==> config.mk <==
export PLATFORM = sky130hd
export DESIGN_NAME = axi_lat_limiter
export DESIGN_NICKNAME = d
export VERILOG_FILES = /design/src/rtl/lat_lim_pkg.sv /design/src/rtl/lat_stamp_fifo.sv /design/src/rtl/lat_admit.sv /design/src/rtl/lat_resp_gate.sv /design/src/rtl/axi_lat_limiter.sv
export SDC_FILE = /design/constraint.sdc
export NUM_CORES = 1
export LEC_CHECK = 0
export BUFFER_PORTS_ARGS = -buffer_cell sky130_fd_sc_hd__buf_4
export CAP_MARGIN = 20
export CORE_MARGIN = 2
export CORE_UTILIZATION = 40
export CTS_CLUSTER_DIAMETER = 50
export DETAILED_ROUTE_END_ITERATION = 16
export SETUP_SLACK_MARGIN = 0.02
export SLEW_MARGIN = 10
export SYNTH_ARGS = -nofsm -noshare
export SYNTH_HDL_FRONTEND = slang
export SYNTH_SLANG_ARGS = --single-unit
export TNS_END_PERCENT = 5
==> constraint.sdc <==
create_clock -name clk -period 7.7 [get_ports clk]
set_input_delay 0 -clock clk [delete_from_list [all_inputs] [get_ports clk]]
set_output_delay 0 -clock clk [all_outputs]
set_load 0.1 [all_outputs]
==> src/rtl/lat_lim_pkg.sv <==
package lat_lim_pkg;
   localparam int CAP_W = 6;
   localparam int LAT_W = 12;

   // A latency of zero cannot be met by a registered stamp: treat it as one.
   function automatic logic [LAT_W-1:0] lat_floor(input logic [LAT_W-1:0] lat);
      return (lat == '0) ? LAT_W'(1) : lat;
   endfunction
endpackage

==> src/rtl/lat_stamp_fifo.sv <==
module lat_stamp_fifo #(
   parameter int DEPTH = 16,
   parameter int W     = 16,
   parameter int CNT_W = $clog2(DEPTH + 1)
) (
   input  logic             clk,
   input  logic             rst_n,
   input  logic             push_i,
   input  logic [W-1:0]     data_i,
   input  logic             pop_i,
   output logic [W-1:0]     data_o,
   output logic [CNT_W-1:0] count_o,
   output logic             full_o,
   output logic             empty_o
);
   logic [CNT_W-1:0] count_q;

   always_ff @(posedge clk or negedge rst_n) begin
      if (!rst_n) count_q <= '0;
      else        count_q <= count_q + CNT_W'(push_i) - CNT_W'(pop_i);
   end

   assign count_o = count_q;
   assign full_o  = (count_q == CNT_W'(DEPTH));
   assign empty_o = (count_q == '0);

   if (DEPTH == 1) begin : g_single
      logic [W-1:0] slot_q;
      always_ff @(posedge clk or negedge rst_n) begin
         if (!rst_n)      slot_q <= '0;
         else if (push_i) slot_q <= data_i;
      end
      assign data_o = slot_q;
   end else begin : g_ring
      localparam int PW = $clog2(DEPTH);
      logic [W-1:0]  mem_q [DEPTH];
      logic [PW-1:0] wp_q, rp_q;

      always_ff @(posedge clk or negedge rst_n) begin
         if (!rst_n) begin
            wp_q <= '0;
            rp_q <= '0;
         end else begin
            if (push_i) wp_q <= (wp_q == PW'(DEPTH - 1)) ? '0 : wp_q + PW'(1);
            if (pop_i)  rp_q <= (rp_q == PW'(DEPTH - 1)) ? '0 : rp_q + PW'(1);
         end
      end

      always_ff @(posedge clk) begin
         if (push_i) mem_q[wp_q] <= data_i;
      end

      assign data_o = mem_q[rp_q];
   end
endmodule

==> src/rtl/lat_admit.sv <==
module lat_admit #(
   parameter int CNT_W = 5,
   parameter int CAP_W = 6
) (
   input  logic [CNT_W-1:0] rd_cnt_i,
   input  logic [CNT_W-1:0] wr_cnt_i,
   input  logic             rd_full_i,
   input  logic             wr_full_i,
   input  logic [CAP_W-1:0] rd_cap_i,
   input  logic [CAP_W-1:0] wr_cap_i,
   input  logic [CAP_W-1:0] all_cap_i,
   input  logic             ar_req_i,
   output logic             rd_ok_o,
   output logic             wr_ok_o
);
   localparam int SUM_W = CNT_W + 1;
   localparam int CMP_W = ((SUM_W > CAP_W) ? SUM_W : CAP_W) + 1;

   logic [CMP_W-1:0] rd_x, wr_x, sum_x, sum_ar_x;
   logic [CMP_W-1:0] rd_cap_x, wr_cap_x, all_cap_x;
   logic             rd_cap_ok, wr_cap_ok, rd_all_ok, wr_all_ok;

   always_comb begin
      rd_x      = CMP_W'(rd_cnt_i);
      wr_x      = CMP_W'(wr_cnt_i);
      sum_x     = rd_x + wr_x;
      rd_cap_x  = CMP_W'(rd_cap_i);
      wr_cap_x  = CMP_W'(wr_cap_i);
      all_cap_x = CMP_W'(all_cap_i);

      rd_cap_ok = (rd_cap_i == '0) || (rd_x < rd_cap_x);
      wr_cap_ok = (wr_cap_i == '0) || (wr_x < wr_cap_x);
      rd_all_ok = (all_cap_i == '0) || (sum_x < all_cap_x);
      rd_ok_o   = !rd_full_i && rd_cap_ok && rd_all_ok;

      // a read asking in the same cycle takes the last combined slot first
      sum_ar_x  = sum_x + CMP_W'(ar_req_i && rd_ok_o);
      wr_all_ok = (all_cap_i == '0) || (sum_ar_x < all_cap_x);
      wr_ok_o   = !wr_full_i && wr_cap_ok && wr_all_ok;
   end
endmodule

==> src/rtl/lat_resp_gate.sv <==
module lat_resp_gate #(
   parameter int TS_W = 16
) (
   input  logic            clk,
   input  logic            rst_n,
   input  logic [TS_W-1:0] now_i,
   input  logic            head_vld_i,
   input  logic [TS_W-1:0] head_due_i,
   input  logic            m_valid_i,
   input  logic            m_last_i,
   input  logic            s_ready_i,
   output logic            s_valid_o,
   output logic            m_ready_o,
   output logic            done_o,
   output logic            late_o
);
   logic [TS_W-1:0] slack;
   logic            reached, open, first_show;
   logic            opened_q, seen_q;

   assign slack      = now_i - head_due_i;
   assign reached    = !slack[TS_W-1];
   assign open       = head_vld_i && (opened_q || reached);
   assign s_valid_o  = m_valid_i && open;
   assign m_ready_o  = s_ready_i && open;
   assign done_o     = s_valid_o && s_ready_i && m_last_i;
   assign first_show = open && m_valid_i && !seen_q;
   assign late_o     = first_show && (slack != '0);

   always_ff @(posedge clk or negedge rst_n) begin
      if (!rst_n) begin
         opened_q <= 1'b0;
         seen_q   <= 1'b0;
      end else if (done_o) begin
         opened_q <= 1'b0;
         seen_q   <= 1'b0;
      end else begin
         if (open)       opened_q <= 1'b1;
         if (first_show) seen_q   <= 1'b1;
      end
   end
endmodule

==> src/rtl/axi_lat_limiter.sv <==
module axi_lat_limiter
   import lat_lim_pkg::*;
#(
   parameter int ADDR_W = 32,
   parameter int DATA_W = 32,
   parameter int LEN_W  = 8,
   parameter int DEPTH  = 16,
   parameter int TS_W   = 16
) (
   input  logic              clk,
   input  logic              rst_n,
   input  logic [5:0]        cfg_rd_cap,
   input  logic [5:0]        cfg_wr_cap,
   input  logic [5:0]        cfg_all_cap,
   input  logic [11:0]       cfg_rd_lat,
   input  logic [11:0]       cfg_wr_lat,
   output logic [5:0]        lim_depth_o,
   input  logic              s_arvalid,
   output logic              s_arready,
   input  logic [ADDR_W-1:0] s_araddr,
   input  logic [LEN_W-1:0]  s_arlen,
   output logic              m_arvalid,
   input  logic              m_arready,
   output logic [ADDR_W-1:0] m_araddr,
   output logic [LEN_W-1:0]  m_arlen,
   input  logic              m_rvalid,
   output logic              m_rready,
   input  logic [DATA_W-1:0] m_rdata,
   input  logic              m_rlast,
   output logic              s_rvalid,
   input  logic              s_rready,
   output logic [DATA_W-1:0] s_rdata,
   output logic              s_rlast,
   input  logic              s_awvalid,
   output logic              s_awready,
   input  logic [ADDR_W-1:0] s_awaddr,
   input  logic [LEN_W-1:0]  s_awlen,
   output logic              m_awvalid,
   input  logic              m_awready,
   output logic [ADDR_W-1:0] m_awaddr,
   output logic [LEN_W-1:0]  m_awlen,
   input  logic              s_wvalid,
   output logic              s_wready,
   input  logic [DATA_W-1:0] s_wdata,
   input  logic              s_wlast,
   output logic              m_wvalid,
   input  logic              m_wready,
   output logic [DATA_W-1:0] m_wdata,
   output logic              m_wlast,
   input  logic              m_bvalid,
   output logic              m_bready,
   input  logic [1:0]        m_bresp,
   output logic              s_bvalid,
   input  logic              s_bready,
   output logic [1:0]        s_bresp,
   output logic              rd_late_o,
   output logic              wr_late_o
);
   localparam int CNT_W = $clog2(DEPTH + 1);
   localparam int MAX_DEPTH = (1 << CAP_W) - 1;

   if (DEPTH < 1 || DEPTH > MAX_DEPTH) begin : g_bad_depth
      $error("DEPTH must lie between 1 and the largest cap value");
   end
   if (TS_W < LAT_W + 2) begin : g_bad_ts
      $error("TS_W must exceed the latency width by at least two bits");
   end
   if (LEN_W < 1 || ADDR_W < 1 || DATA_W < 1) begin : g_bad_width
      $error("bus widths must be positive");
   end

   // ---------------- time base ----------------
   logic [TS_W-1:0] now_q;
   always_ff @(posedge clk or negedge rst_n) begin
      if (!rst_n) now_q <= '0;
      else        now_q <= now_q + TS_W'(1);
   end

   logic [TS_W-1:0] rd_due, wr_due;
   assign rd_due = now_q + TS_W'(lat_floor(cfg_rd_lat));
   assign wr_due = now_q + TS_W'(lat_floor(cfg_wr_lat));

   assign lim_depth_o = CAP_W'(DEPTH);

   // ---------------- bookkeeping of pending work ----------------
   logic             ar_hs, aw_hs, wl_hs, b_hs;
   logic             rd_ok, wr_ok, w_ok;
   logic             rd_done, wr_done;
   logic [CNT_W-1:0] rd_cnt, wq_cnt;
   logic [CNT_W-1:0] wr_cnt_q;
   logic             rd_full, rd_empty, wq_full, wq_empty;
   logic [TS_W-1:0]  rd_head_due, wr_head_due;

   assign ar_hs = s_arvalid && s_arready;
   assign aw_hs = s_awvalid && s_awready;
   assign wl_hs = s_wvalid && s_wready && s_wlast;
   assign b_hs  = s_bvalid && s_bready;

   always_ff @(posedge clk or negedge rst_n) begin
      if (!rst_n) wr_cnt_q <= '0;
      else        wr_cnt_q <= wr_cnt_q + CNT_W'(aw_hs) - CNT_W'(b_hs);
   end

   lat_stamp_fifo #(.DEPTH(DEPTH), .W(TS_W), .CNT_W(CNT_W)) u_rd_q (
      .clk     (clk),
      .rst_n   (rst_n),
      .push_i  (ar_hs),
      .data_i  (rd_due),
      .pop_i   (rd_done),
      .data_o  (rd_head_due),
      .count_o (rd_cnt),
      .full_o  (rd_full),
      .empty_o (rd_empty)
   );

   lat_stamp_fifo #(.DEPTH(DEPTH), .W(TS_W), .CNT_W(CNT_W)) u_wr_q (
      .clk     (clk),
      .rst_n   (rst_n),
      .push_i  (wl_hs),
      .data_i  (wr_due),
      .pop_i   (wr_done),
      .data_o  (wr_head_due),
      .count_o (wq_cnt),
      .full_o  (wq_full),
      .empty_o (wq_empty)
   );

   lat_admit #(.CNT_W(CNT_W), .CAP_W(CAP_W)) u_admit (
      .rd_cnt_i  (rd_cnt),
      .wr_cnt_i  (wr_cnt_q),
      .rd_full_i (rd_full),
      .wr_full_i (wr_cnt_q == CNT_W'(DEPTH)),
      .rd_cap_i  (cfg_rd_cap),
      .wr_cap_i  (cfg_wr_cap),
      .all_cap_i (cfg_all_cap),
      .ar_req_i  (s_arvalid),
      .rd_ok_o   (rd_ok),
      .wr_ok_o   (wr_ok)
   );

   // a W burst may only follow an AW whose last beat is still missing
   assign w_ok = (wq_cnt < wr_cnt_q) && !wq_full;

   // ---------------- request channels ----------------
   assign m_arvalid = s_arvalid && rd_ok;
   assign s_arready = m_arready && rd_ok;
   assign m_araddr  = s_araddr;
   assign m_arlen   = s_arlen;

   assign m_awvalid = s_awvalid && wr_ok;
   assign s_awready = m_awready && wr_ok;
   assign m_awaddr  = s_awaddr;
   assign m_awlen   = s_awlen;

   assign m_wvalid  = s_wvalid && w_ok;
   assign s_wready  = m_wready && w_ok;
   assign m_wdata   = s_wdata;
   assign m_wlast   = s_wlast;

   // ---------------- response channels ----------------
   lat_resp_gate #(.TS_W(TS_W)) u_r_gate (
      .clk        (clk),
      .rst_n      (rst_n),
      .now_i      (now_q),
      .head_vld_i (!rd_empty),
      .head_due_i (rd_head_due),
      .m_valid_i  (m_rvalid),
      .m_last_i   (m_rlast),
      .s_ready_i  (s_rready),
      .s_valid_o  (s_rvalid),
      .m_ready_o  (m_rready),
      .done_o     (rd_done),
      .late_o     (rd_late_o)
   );
   assign s_rdata = m_rdata;
   assign s_rlast = m_rlast;

   lat_resp_gate #(.TS_W(TS_W)) u_b_gate (
      .clk        (clk),
      .rst_n      (rst_n),
      .now_i      (now_q),
      .head_vld_i (!wq_empty),
      .head_due_i (wr_head_due),
      .m_valid_i  (m_bvalid),
      .m_last_i   (1'b1),
      .s_ready_i  (s_bready),
      .s_valid_o  (s_bvalid),
      .m_ready_o  (m_bready),
      .done_o     (wr_done),
      .late_o     (wr_late_o)
   );
   assign s_bresp = m_bresp;
endmodule

==> impl_metrics.toml <==
[hold_path]
min_path_type = "primary input to output pin"
holdPathStages = 0

[floorplanning]
core_sq_um = 66900
ios = 368
die_x_um = 264
start_util_pct = 40.3
die_y_um = 264
die_area_sq_um = 69500
rows = 95

[setup_path]
startpoint_type = "flop"
crit_required_ns = 8.17
crit_type = "flop to flop"
ff2ff_setup_slack_ns = 1.29
cpPeakStageDelay_ns = 0.62
critPathTopFamily = "adder cells"
cp_max_fo = 6
rr_startpoint = "wr_cnt_q[0]"
cp-endpoint = "wr_cnt_q[4]"
r2r_cells = 28
cp.depth = 28
critPathArrivalTime_ns = 6.88
crit_top_cell = "ha_1"
crit_start = "wr_cnt_q[0]"
crit_buf_inv = 3
critPathSlowestCell = "dlygate4sd3_1"
timing.rr.end = "wr_cnt_q[4]"
end_kind = "flop"

[timing]
tightest_slew_ns = 1.08
min_period_ns = 6.41
clock_skew_ns = 0.0298
fmax_mhz = 156
rsz0062_at_grt = "no"
tns_ns = 0
hold_violations = 0
maxSlewViolCount = 0
max-slew-margin-rel_pct = 27.6
setup_viol = 0
setup_slack_ns = 1.29
fin_crit_sh_pct = 83.2
hold_ws_ns = 0.0000371

[clocking]
cts_sinks = 563
htree_num_levels = 3
clock_latency_ns = 0.60
numCtsBuffers = 68
cts.path.max_buffers = 3
clk_pin_slew_ns = 0.05
post_cts_buffers = 0
ctsResizeCount = 0
cts_hold_buf = 13
cts-root-buf = "clkbuf_16"
cts_tree = "done"

[synthesis]
synth_top_family_by_area = "multiplexers"
synth_area_sq_um = 27000
ys_ff_latch = 563
synth_compound_area_share_pct = 4.85
yosysTopAreaCell = "edfxtp_1"
synthTopCellsByCount = "edfxtp_1 (512), mux4_2 (158), buf_4 (154)"
synthCells = 1695
yosys_warnings = 0
synthXorXnorAreaFrac_pct = 2.40
synth-simple-area-share_pct = 4.69
yosysMostFrequentCell = "edfxtp_1"
synth_top_area_share_pct = 57.0
synth.area.mux_share_pct = 13.7
synth.distinct_cells = 75
syn-mean-instance-area_sq_um = 15.9
synthAdderAreaFrac_pct = 5.79
async_flop_share_pct = 9.06
synth_area_leaders = "edfxtp_1 (57%), mux4_2 (13%), ha_1 (5.2%), dfrtp_1 (4.7%), buf_4 (4.3%)"
ys.flop_type = "edfxtp_1"
synth_edf_count = 512
seq_area_frac_synth_pct = 61.7

[outcome]
status = "complete, no violations"

[placed_design]
port_buffers = 69
dp_hpwl_um = 42200
post-place-cells = 2478
placed_cell_area_sq_um = 27700
gp_congestion = 0.828
pre_cts_ws_ns = 1.44

[grt]
grt_max_degree = 52
grt_pass1_wl_um = 96900
grtUsageTotal_pct = 18.7
first_global_vias = 15100
grt_antenna_before_repair = 0
grt_overflow_total = 0

[power]
power_mw = 11.0
seqPwrFrac_pct = 35.9
intPower_mw = 7.23
pwr-share-clk_pct = 28.6
sw_frac_of_total_pct = 34.2
leakagePower_nw = 11.0
combPwrFrac_pct = 35.5
switching_power_mw = 3.75
power_density_nw_per_um2 = 364
ir_worst_vdd_v = 0.000185

[finish]
utilization_pct = 45.1
syn_to_final_growth_pct = 11.8
diodes = 0
fillers = 5709
layout-drive-gt1-share_pct = 25.0
nNetsFinal = 2018
layout.cells.non_filler = 2619
postLayoutCellArea_sq_um = 30200

[detailed_routing]
drcViolationCount = 0
dr.pass1.iters = 5
wl_per_cell_um = 24.9
drt_iter0_markers = 1024
vias = 14600
viasPerCell = 5.57
routed_wirelength_um = 65100
final_antenna_net_count = 0

[job]
drv_cap = 0
[how the worst min path moves through the flow]
stage / start / slack [ns] / to
2_1_floorplan: rst_n / -0.30 / now_q[0]
3_3_place_gp: s_awaddr[1] / 0.0007 / m_awaddr[1]
3_5_place_dp: s_awaddr[1] / 0.0007 / m_awaddr[1]
4_1_cts: s_awaddr[1] / 0.0007 / m_awaddr[1]
5_1_grt: s_awaddr[23] / 0.0002 / m_awaddr[23]
6_report: s_araddr[1] / 0.00004 / m_araddr[1]
[registers in the layout (all words and copies together), names as in the netlist]
signal and cells:
u_r_gate.opened_q 1, u_rd_q.g_ring.rp_q 4, wr_cnt_q 5, u_rd_q.g_ring.wp_q 4, u_wr_q.count_o 5, u_wr_q.g_ring.mem_q 256, u_rd_q.count_o 5, u_wr_q.g_ring.rp_q 4
u_rd_q.g_ring.mem_q 256, now_q 16, u_b_gate.opened_q 1, u_wr_q.g_ring.wp_q 4, u_b_gate.seen_q 1, u_r_gate.seen_q 1
[cell usage in the layout, fill, tap and decap left out, types with 11 or more instances in the layout]
| cell | synthesis | final |
|---|---|---|
| nand2b_1 | 13 | 13 |
| and2_1 | 17 | 17 |
| mux4_2 | 158 | 158 |
| nor3_1 | 17 | 13 |
| nand2_1 | 39 | 39 |
| nor4_1 | 19 | 11 |
| buf_4 | 154 | 125 |
| dfrtp_1 | 51 | 47 |
| dlygate4sd3_1 | 0 | 14 |
| clkbuf_16 | 0 | 68 |
| xnor2_1 | 47 | 41 |
| nand3_1 | 19 | 19 |
| edfxtp_1 | 512 | 512 |
| a21oi_1 | 51 | 51 |
| clkbuf_1 | 33 | 15 |
| xor2_1 | 27 | 26 |
| nor2b_1 | 11 | 11 |
| a21o_1 | 29 | 29 |
| o21a_1 | 11 | 11 |
| o21ai_0 | 36 | 36 |
| nor2_1 | 56 | 55 |
| inv_1 | 110 | 110 |
| ha_1 | 112 | 112 |
[kinds of logic after synthesis]
logic type / after synthesis
other: 2
AOI/OAI and AO/OA: 195
xor gates and xnor gates: 74
and+or+nand+nor: 240
buffers and inverters: 330
DFF: 563
muxes: 171
adders and majority gates: 120
[power by group through the flow]
stage	Clock [mW]	Combinational (mW)	Sequential, mW
2_1_floorplan	0	3.52	3.70
3_3_place_gp	0	3.82	4.01
3_5_place_dp	0	3.89	4.02
4_1_cts	3.20	3.93	3.96
5_1_grt	3.33	4.28	3.99
6_report	3.14	3.90	3.94
[per-layer routing]
| metal | vias up | global-route usage, % | share of wire (%) |
|---|---|---|---|
| met5 | - | 1.66 | 0.25 |
| met4 | 6 | 7.78 | 3.6 |
| met3 | 164 | 4.26 | 7.1 |
| met2 | 540 | 30.8 | 49 |
| met1 | 7508 | 23.9 | 40 |
| li1 | 6382 | - | - |
[area by class of cell]
type	instances	area [sq um]	share of cell area, %
Tap cell	873	1090	3.62
Clock inverter	33	390	1.29
Sequential cell	563	16700	55.3
Clock buffer	87	1810	6.01
Inverter	113	424	1.41
Multi-Input combinational cell	806	8640	28.7
Timing Repair Buffer	144	1130	3.76
[worst register-to-register path, delay by kind of cell, from the launching register on]
| kind | cells | cell delay, ns |
|---|---|---|
| and+or+nand+nor | 4 | 0.56 |
| xor gates and xnor gates | 2 | 0.44 |
| DFF | 1 | 0.44 |
| adders and majority gates | 8 | 2.25 |
| AOI/OAI and AO/OA | 11 | 1.86 |
| buffers and inverters | 3 | 0.75 |
(Power assumes the default switching activity.)
